[config.mk]
export PLATFORM = sky130hd
export DESIGN_NAME = wiper_pos_ctrl
export DESIGN_NICKNAME = d
export VERILOG_FILES = /design/src/rtl/wiper_pkg.sv /design/src/rtl/wiper_recall_seq.sv /design/src/rtl/wiper_pos_core.sv /design/src/rtl/wiper_tap_dec.sv /design/src/rtl/wiper_settle.sv /design/src/rtl/wiper_pos_ctrl.sv
export SDC_FILE = /design/constraint.sdc
export NUM_CORES = 1
export LEC_CHECK = 0
export BUFFER_PORTS_ARGS = -buffer_cell sky130_fd_sc_hd__buf_2
export CAP_MARGIN = 20
export CORE_UTILIZATION = 55
export DETAILED_ROUTE_END_ITERATION = 16
export PLACE_DENSITY = 0.8
export SLEW_MARGIN = 20
export SYNTH_ARGS = -nofsm -noshare
export SYNTH_HDL_FRONTEND = slang
export SYNTH_SLANG_ARGS = --single-unit
[constraint.sdc]
create_clock -name clk -period 8.6 [get_ports clk]
set_clock_uncertainty 0.15 [all_clocks]
set_input_delay 1.72 -clock clk [delete_from_list [all_inputs] [get_ports clk]]
set_output_delay 1.72 -clock clk [all_outputs]
set_load 0.01 [all_outputs]
[src/rtl/wiper_pkg.sv]
package wiper_pkg;

  // power-up recall phases
  typedef enum logic [1:0] {
    RS_WAIT = 2'd0,
    RS_REQ  = 2'd1,
    RS_IDLE = 2'd2
  } rcl_state_e;

  // source selected for the next position value
  typedef enum logic [2:0] {
    SRC_HOLD   = 3'd0,
    SRC_RECALL = 3'd1,
    SRC_XFER   = 3'd2,
    SRC_LOAD   = 3'd3,
    SRC_STEP   = 3'd4
  } upd_src_e;

endpackage

[src/rtl/wiper_recall_seq.sv]
module wiper_recall_seq
  import wiper_pkg::*;
#(
  parameter int DLY_CYC = 40
) (
  input  logic clk,
  input  logic rst_n,
  input  logic mem_valid,
  output logic recall_req,
  output logic recall_fire,
  output logic ready
);

  localparam int CNT_W = $clog2(DLY_CYC + 1);
  localparam logic [CNT_W-1:0] LAST_CNT = CNT_W'(DLY_CYC - 1);

  rcl_state_e state_q, state_d;
  logic [CNT_W-1:0] cnt_q, cnt_d;
  logic cnt_en;

  always_comb begin
    state_d = state_q;
    cnt_d   = cnt_q;
    cnt_en  = 1'b0;
    case (state_q)
      RS_WAIT: begin
        cnt_en = 1'b1;
        if (cnt_q == LAST_CNT) begin
          state_d = RS_REQ;
        end else begin
          cnt_d = cnt_q + 1'b1;
        end
      end
      RS_REQ: begin
        if (mem_valid) state_d = RS_IDLE;
      end
      default: state_d = RS_IDLE;
    endcase
  end

  always_ff @(posedge clk or negedge rst_n) begin
    if (!rst_n) begin
      state_q <= RS_WAIT;
    end else begin
      state_q <= state_d;
    end
  end

  always_ff @(posedge clk or negedge rst_n) begin
    if (!rst_n) begin
      cnt_q <= '0;
    end else if (cnt_en) begin
      cnt_q <= cnt_d;
    end
  end

  assign recall_req  = (state_q == RS_REQ);
  assign recall_fire = (state_q == RS_REQ) && mem_valid;
  assign ready       = (state_q == RS_IDLE);

endmodule

[src/rtl/wiper_pos_core.sv]
module wiper_pos_core
  import wiper_pkg::*;
#(
  parameter int POS_W     = 7,
  parameter int TAP_MAX   = 100,
  parameter int TAP_MID   = 50,
  parameter int WORD_W    = 16,
  parameter int FIELD_LSB = 8
) (
  input  logic              clk,
  input  logic              rst_n,
  input  logic              ready,
  input  logic              recall_fire,
  input  logic [WORD_W-1:0] mem_word,
  input  logic              step_en,
  input  logic              step_tick,
  input  logic              step_up,
  input  logic              sin_valid,
  input  logic              sin_bit,
  input  logic              sin_commit,
  input  logic              xfer_valid,
  input  logic              rd_load,
  input  logic              rd_shift,
  output logic [POS_W-1:0]  pos_q,
  output logic [POS_W-1:0]  pos_d,
  output logic              pos_chg,
  output logic              rd_bit
);

  localparam logic [POS_W-1:0] MAX_P  = POS_W'(TAP_MAX);
  localparam logic [POS_W-1:0] MID_P  = POS_W'(TAP_MID);
  localparam logic [POS_W-1:0] ZERO_P = '0;

  logic [POS_W-1:0] field;
  logic [POS_W-1:0] rcl_val;
  logic [POS_W-1:0] xfer_val;
  logic [POS_W-1:0] load_val;
  logic [POS_W-1:0] step_val;
  logic [POS_W-1:0] sin_q, sin_d;
  logic [POS_W-1:0] rd_q, rd_d;
  logic             rd_en;
  upd_src_e         src;

  // candidate values
  always_comb begin
    field    = POS_W'(mem_word >> FIELD_LSB);
    rcl_val  = (field > MAX_P) ? MID_P : field;
    xfer_val = (field > MAX_P) ? MAX_P : field;
    load_val = (sin_q > MAX_P) ? MAX_P : sin_q;
    if (step_up) begin
      step_val = (pos_q == MAX_P) ? pos_q : pos_q + 1'b1;
    end else begin
      step_val = (pos_q == ZERO_P) ? pos_q : pos_q - 1'b1;
    end
  end

  // source priority: recall, then transfer, load, step
  always_comb begin
    src = SRC_HOLD;
    if (recall_fire) begin
      src = SRC_RECALL;
    end else if (ready) begin
      if (xfer_valid)                 src = SRC_XFER;
      else if (sin_commit)            src = SRC_LOAD;
      else if (step_en && step_tick)  src = SRC_STEP;
    end
  end

  always_comb begin
    case (src)
      SRC_RECALL: pos_d = rcl_val;
      SRC_XFER:   pos_d = xfer_val;
      SRC_LOAD:   pos_d = load_val;
      SRC_STEP:   pos_d = step_val;
      default:    pos_d = pos_q;
    endcase
    pos_chg = (pos_d != pos_q);
  end

  always_ff @(posedge clk or negedge rst_n) begin
    if (!rst_n) begin
      pos_q <= '0;
    end else if (pos_chg) begin
      pos_q <= pos_d;
    end
  end

  // serial load register, first bit ends up as bit 0
  always_comb begin
    sin_d = {sin_bit, sin_q[POS_W-1:1]};
  end

  always_ff @(posedge clk or negedge rst_n) begin
    if (!rst_n) begin
      sin_q <= '0;
    end else if (sin_valid) begin
      sin_q <= sin_d;
    end
  end

  // readback register, bit 0 presented first
  always_comb begin
    rd_en = rd_load || rd_shift;
    if (rd_load) rd_d = pos_q;
    else         rd_d = {1'b0, rd_q[POS_W-1:1]};
  end

  always_ff @(posedge clk or negedge rst_n) begin
    if (!rst_n) begin
      rd_q <= '0;
    end else if (rd_en) begin
      rd_q <= rd_d;
    end
  end

  assign rd_bit = rd_q[0];

endmodule

[src/rtl/wiper_tap_dec.sv]
module wiper_tap_dec #(
  parameter int POS_W    = 7,
  parameter int NUM_TAPS = 101
) (
  input  logic                clk,
  input  logic                rst_n,
  input  logic [POS_W-1:0]    pos_d,
  input  logic                pos_chg,
  output logic [NUM_TAPS-1:0] tap_q
);

  localparam logic [NUM_TAPS-1:0] TAP_RST = NUM_TAPS'(1);

  logic [NUM_TAPS-1:0] tap_d;

  for (genvar g = 0; g < NUM_TAPS; g++) begin : g_line
    assign tap_d[g] = (pos_d == POS_W'(g));
  end

  always_ff @(posedge clk or negedge rst_n) begin
    if (!rst_n) begin
      tap_q <= TAP_RST;
    end else if (pos_chg) begin
      tap_q <= tap_d;
    end
  end

endmodule

[src/rtl/wiper_settle.sv]
module wiper_settle #(
  parameter int SETTLE_CYC = 16
) (
  input  logic clk,
  input  logic rst_n,
  input  logic restart,
  output logic settled
);

  localparam int CNT_W = $clog2(SETTLE_CYC + 1);
  localparam logic [CNT_W-1:0] LOAD_V = CNT_W'(SETTLE_CYC);

  logic [CNT_W-1:0] cnt_q, cnt_d;
  logic             cnt_en;

  always_comb begin
    cnt_en = restart || (cnt_q != '0);
    cnt_d  = restart ? LOAD_V : cnt_q - 1'b1;
  end

  always_ff @(posedge clk or negedge rst_n) begin
    if (!rst_n) begin
      cnt_q <= '0;
    end else if (cnt_en) begin
      cnt_q <= cnt_d;
    end
  end

  assign settled = (cnt_q == '0);

endmodule

[src/rtl/wiper_pos_ctrl.sv]
module wiper_pos_ctrl #(
  parameter int POS_W      = 7,
  parameter int TAP_MAX    = 100,
  parameter int TAP_MID    = 50,
  parameter int WORD_W     = 16,
  parameter int FIELD_LSB  = 8,
  parameter int RECALL_DLY = 40,
  parameter int SETTLE_CYC = 16,
  localparam int NUM_TAPS  = TAP_MAX + 1
) (
  input  logic                clk,
  input  logic                rst_n,
  input  logic [WORD_W-1:0]   mem_word,
  input  logic                mem_valid,
  output logic                recall_req,
  output logic                ready,
  input  logic                step_en,
  input  logic                step_tick,
  input  logic                step_up,
  input  logic                sin_valid,
  input  logic                sin_bit,
  input  logic                sin_commit,
  input  logic                xfer_valid,
  input  logic                rd_load,
  input  logic                rd_shift,
  output logic                rd_bit,
  output logic [POS_W-1:0]    pos,
  output logic [NUM_TAPS-1:0] tap,
  output logic                settled
);

  logic             recall_fire;
  logic [POS_W-1:0] pos_d;
  logic             pos_chg;

  wiper_recall_seq #(
    .DLY_CYC (RECALL_DLY)
  ) u_recall (
    .clk         (clk),
    .rst_n       (rst_n),
    .mem_valid   (mem_valid),
    .recall_req  (recall_req),
    .recall_fire (recall_fire),
    .ready       (ready)
  );

  wiper_pos_core #(
    .POS_W     (POS_W),
    .TAP_MAX   (TAP_MAX),
    .TAP_MID   (TAP_MID),
    .WORD_W    (WORD_W),
    .FIELD_LSB (FIELD_LSB)
  ) u_core (
    .clk         (clk),
    .rst_n       (rst_n),
    .ready       (ready),
    .recall_fire (recall_fire),
    .mem_word    (mem_word),
    .step_en     (step_en),
    .step_tick   (step_tick),
    .step_up     (step_up),
    .sin_valid   (sin_valid),
    .sin_bit     (sin_bit),
    .sin_commit  (sin_commit),
    .xfer_valid  (xfer_valid),
    .rd_load     (rd_load),
    .rd_shift    (rd_shift),
    .pos_q       (pos),
    .pos_d       (pos_d),
    .pos_chg     (pos_chg),
    .rd_bit      (rd_bit)
  );

  wiper_tap_dec #(
    .POS_W    (POS_W),
    .NUM_TAPS (NUM_TAPS)
  ) u_tap (
    .clk     (clk),
    .rst_n   (rst_n),
    .pos_d   (pos_d),
    .pos_chg (pos_chg),
    .tap_q   (tap)
  );

  wiper_settle #(
    .SETTLE_CYC (SETTLE_CYC)
  ) u_settle (
    .clk     (clk),
    .rst_n   (rst_n),
    .restart (pos_chg),
    .settled (settled)
  );

endmodule

==> out/results.tsv <==
stage	metric	value	unit
synthesis	synth unique cells	66	
pwr	sw power	1050	uW
floorplan	core box area	0.01211	mm2
sta	Fmax	195.3	MHz
clock_tree	clock slew at reported path FFs	60	ps
sta	final setup fails	0	
setup_path	CP Launch Type	input port	
setup_path	Slowest cell on crit path	nand2_4	
synthesis	number of synthesis warnings	0	
sta	Tmin final	5120	ps
finish	area delta synth->final	19.42	%
outcome	status	finished clean	
clock_tree	TritonCTS Buffers	17	
clock_tree	postcts setup bufs	0	
global_route	global-route wire length before repair	27250	um
routing	Initial DRC Count	445	
global_route	GR Util All Layers	27.49	%
pwr	Leak	0.004212	uW
synthesis	Mapped Nets	655	
sta	RSZ-0062 raised after global routing	no	
routing	DR pass1 iterations	5	
pwr	Clk pwr share	28.0	%
routing	number of remaining DRC errors	0	
clock_tree	CTS-repair resized insts	0	
placement	DP HPWL	11450	um
setup_path	most used cell, CP	and3_1	
setup_path	crit-path cells	buf_2 -> or4b_1 -> and3_1 -> a32oi_1 -> and3_1 -> o2111ai_1 -> o41ai_2 -> nand2_4 -> buf_4 -> mux2_1	
floorplan	Die Span X	114.0	um
synthesis	most frequent cell after synthesis	dfrtp_1	
pwr	combinational share of power	39.6	%
sta	Final Hold Viols	0	
setup_path	Worst EP required	8750	ps
clock_tree	clock latency on the worst-skew pair	420	ps
clock_tree	CTS root buf	clkbuf_16	
placement	Port Buffers	130	
synthesis	synthesized cell area	0.006900	mm2
sta	Period Utilization, post-route	59.54	%
synthesis	Seq cells post-synth	135	
synthesis	synth cell count leaders	dfrtp_1, nor2_1, mux2_2	
global_route	gr ovfl total	0	
routing	via/cell ratio	5.762	
clock_tree	Post-CTS Hold Fix Bufs	0	
clock_tree	clk sinks	135	
synthesis	dominant cells by area after synthesis	dfrtp_1, mux2_4, mux2_2, nor2_1, nand2_1	
pwr	Flop pwr share	32.4	%
setup_path	crit-path max FO	63	
synthesis	share of Yosys cell area claimed by the top area cell type	48.59	%
floorplan	io pins	140	
synthesis	asr flop ratio synth	100.0	%
pwr	maximum vdd drop	176.7	uV
routing	vias post-DR	5318	
finish	ant diodes	0	
synthesis	Syn Inst Count	621	
routing	Post-DRT Antenna Nets	0	
floorplan	DIE AREA	0.01300	mm2
clock_tree	H-tree depth	4	
routing	per-cell routed wire length	18.09	um
finish	Filler cells	924	
flow_run	max cap viols	0	
synthesis	Top FF cell, synth	dfrtp_1	
floorplan	Die H	114.0	um
placement	gp weighted congestion	0.8935	
sta	setup tns final	0	ps
synthesis	Post-synth EDFFs	0	
sta	Tightest Pin Transition	984.4	ps
clock_tree	Clock Path Buffers	2	
global_route	number of global-route vias before repair	5213	
setup_path	Crit path largest cell delay	630	ps
sta	final max-slew violation count	0	
clock_tree	TritonCTS clock tree	built	
setup_path	Buf+Inv Stages, Crit Path	2	
setup_path	crit path kind	in2reg	
setup_path	CP Capture Type	flip-flop	
sta	Max-slew headroom	34.38	%
routing	WL final	16700	um
floorplan	Starting Density	56.97	%
pwr	internal power	1626	uW
global_route	initial antenna violation count	0	
setup_path	cell family with most CP delay	simple AND/OR/NAND/NOR gates	
synthesis	sequential element share of the synthesized area	48.98	%
synthesis	post-synthesis area per instance	11.11	um2
worst_hold_path	worst min path class	reg2reg	
synthesis	Synth area leader	dfrtp_1	
sta	WHS	332.0	ps
pwr	pwr dens	324.7	mW/mm2
pwr	Switching Fraction	39.23	%
global_route	largest net degree at the start of global routing	85	
finish	layout cells sized above 1	36.69	%
setup_path	Arr. time, crit path	5270	ps
finish	fin nets	777	
floorplan	Rows	40	
==> power by group through the flow <==
stage | combinational (uW) | clock (uW) | sequential [uW]
finish | 1060 | 750 | 866
global placement | 1020 | 0 | 864
floorplan | 834 | 0 | 841
global route | 1150 | 786 | 881
CTS | 1050 | 757 | 862
detailed placement | 1050 | 0 | 871
==> worst register-to-register path: stages, from the launching register on <==
cell and delay (ps):
dfrtp_1 500, inv_1 220, ha_1 250, nor4b_4 410, o21ai_0 210, a311oi_1 360
and3_1 200, o2111ai_1 130, o41ai_2 450, nand2_4 630, buf_4 620, mux2_1 390
==> worst paths after layout <==
path | start | to | slack, ps | cells after the start
worst max register to register | u_core.pos_q[1] | u_tap.tap_q[80] | 3960 | 11
min in group asynchronous | rst_n | u_recall.cnt_q[5] | 1100 | 1
worst max-delay path | step_up | u_tap.tap_q[80] | 3480 | 10
max in group asynchronous | rst_n | u_core.pos_q[6] | 6080 | 2
worst min-delay path | u_tap.tap_q[1] | u_tap.tap_q[1] | 330 | 1
worst min register to register | u_tap.tap_q[1] | u_tap.tap_q[1] | 330 | 1
==> per-layer routing <==
layer	wire (um)	GRT usage, %
met1	7069	36.33
met2	8041	42.75
met3	1160	7.758
met4	425	11.34
met5	0	0
==> cell families after synthesis <==
| group | Yosys count | synth area share [%] |
|---|---|---|
| flops | 135 | 48.98 |
| mux | 115 | 21.16 |
| xor+xnor | 12 | 1.523 |
| buf+inv | 42 | 3.209 |
| fa+ha+maj | 6 | 1.088 |
| simple gates | 240 | 16.57 |
| compound gates | 71 | 7.470 |
==> flip-flops by register name, summed over array words and instances, names as in the netlist <==
| name | cells |
|---|---|
| u_tap.tap_q | 101 |
| u_recall.state_q | 2 |
| u_core.rd_q | 7 |
| u_core.pos_q | 7 |
| u_recall.cnt_q | 6 |
| u_settle.cnt_q | 5 |
| u_core.sin_q | 7 |
==> through the flow <==
step,util (%),setup WS [ps],area (um2),power (uW),instances
floorplan,-,4354,6900,1675,621
global placement,62.92,3154,7621,1880,892
detailed placement,62.92,3086,7621,1916,892
CTS,67.95,3534,8230,2669,923
global route,68.04,3230,8240,2819,923
finish,68.04,3480,8240,2676,923
==> area by class of cell <==
| type | instances | area [um2] | share of cell area, % |
|---|---|---|---|
| Sequential cell | 135 | 3379 | 41.01 |
| Multi-Input combinational cell | 444 | 3313 | 40.21 |
| Timing Repair Buffer | 133 | 683.2 | 8.290 |
| Clock buffer | 24 | 491.7 | 5.967 |
| Tap cell | 168 | 210.2 | 2.551 |
| Clock inverter | 7 | 117.6 | 1.427 |
| Inverter | 12 | 45.04 | 0.5466 |
==> cell usage in the layout, fill, tap and decap left out, types with 7 or more instances in the layout <==
cell and n:
buf_2 129, nor2_1 109, clkbuf_16 17, mux2_4 46, a31oi_1 7, a21oi_1 7
o21ai_0 13, inv_1 9, nand2_1 40, mux2_1 7, mux2_2 56, nand4_1 9
nand3_1 15, xnor2_1 10, nor3_1 18, dfrtp_1 134
(Power assumes the default switching activity.)
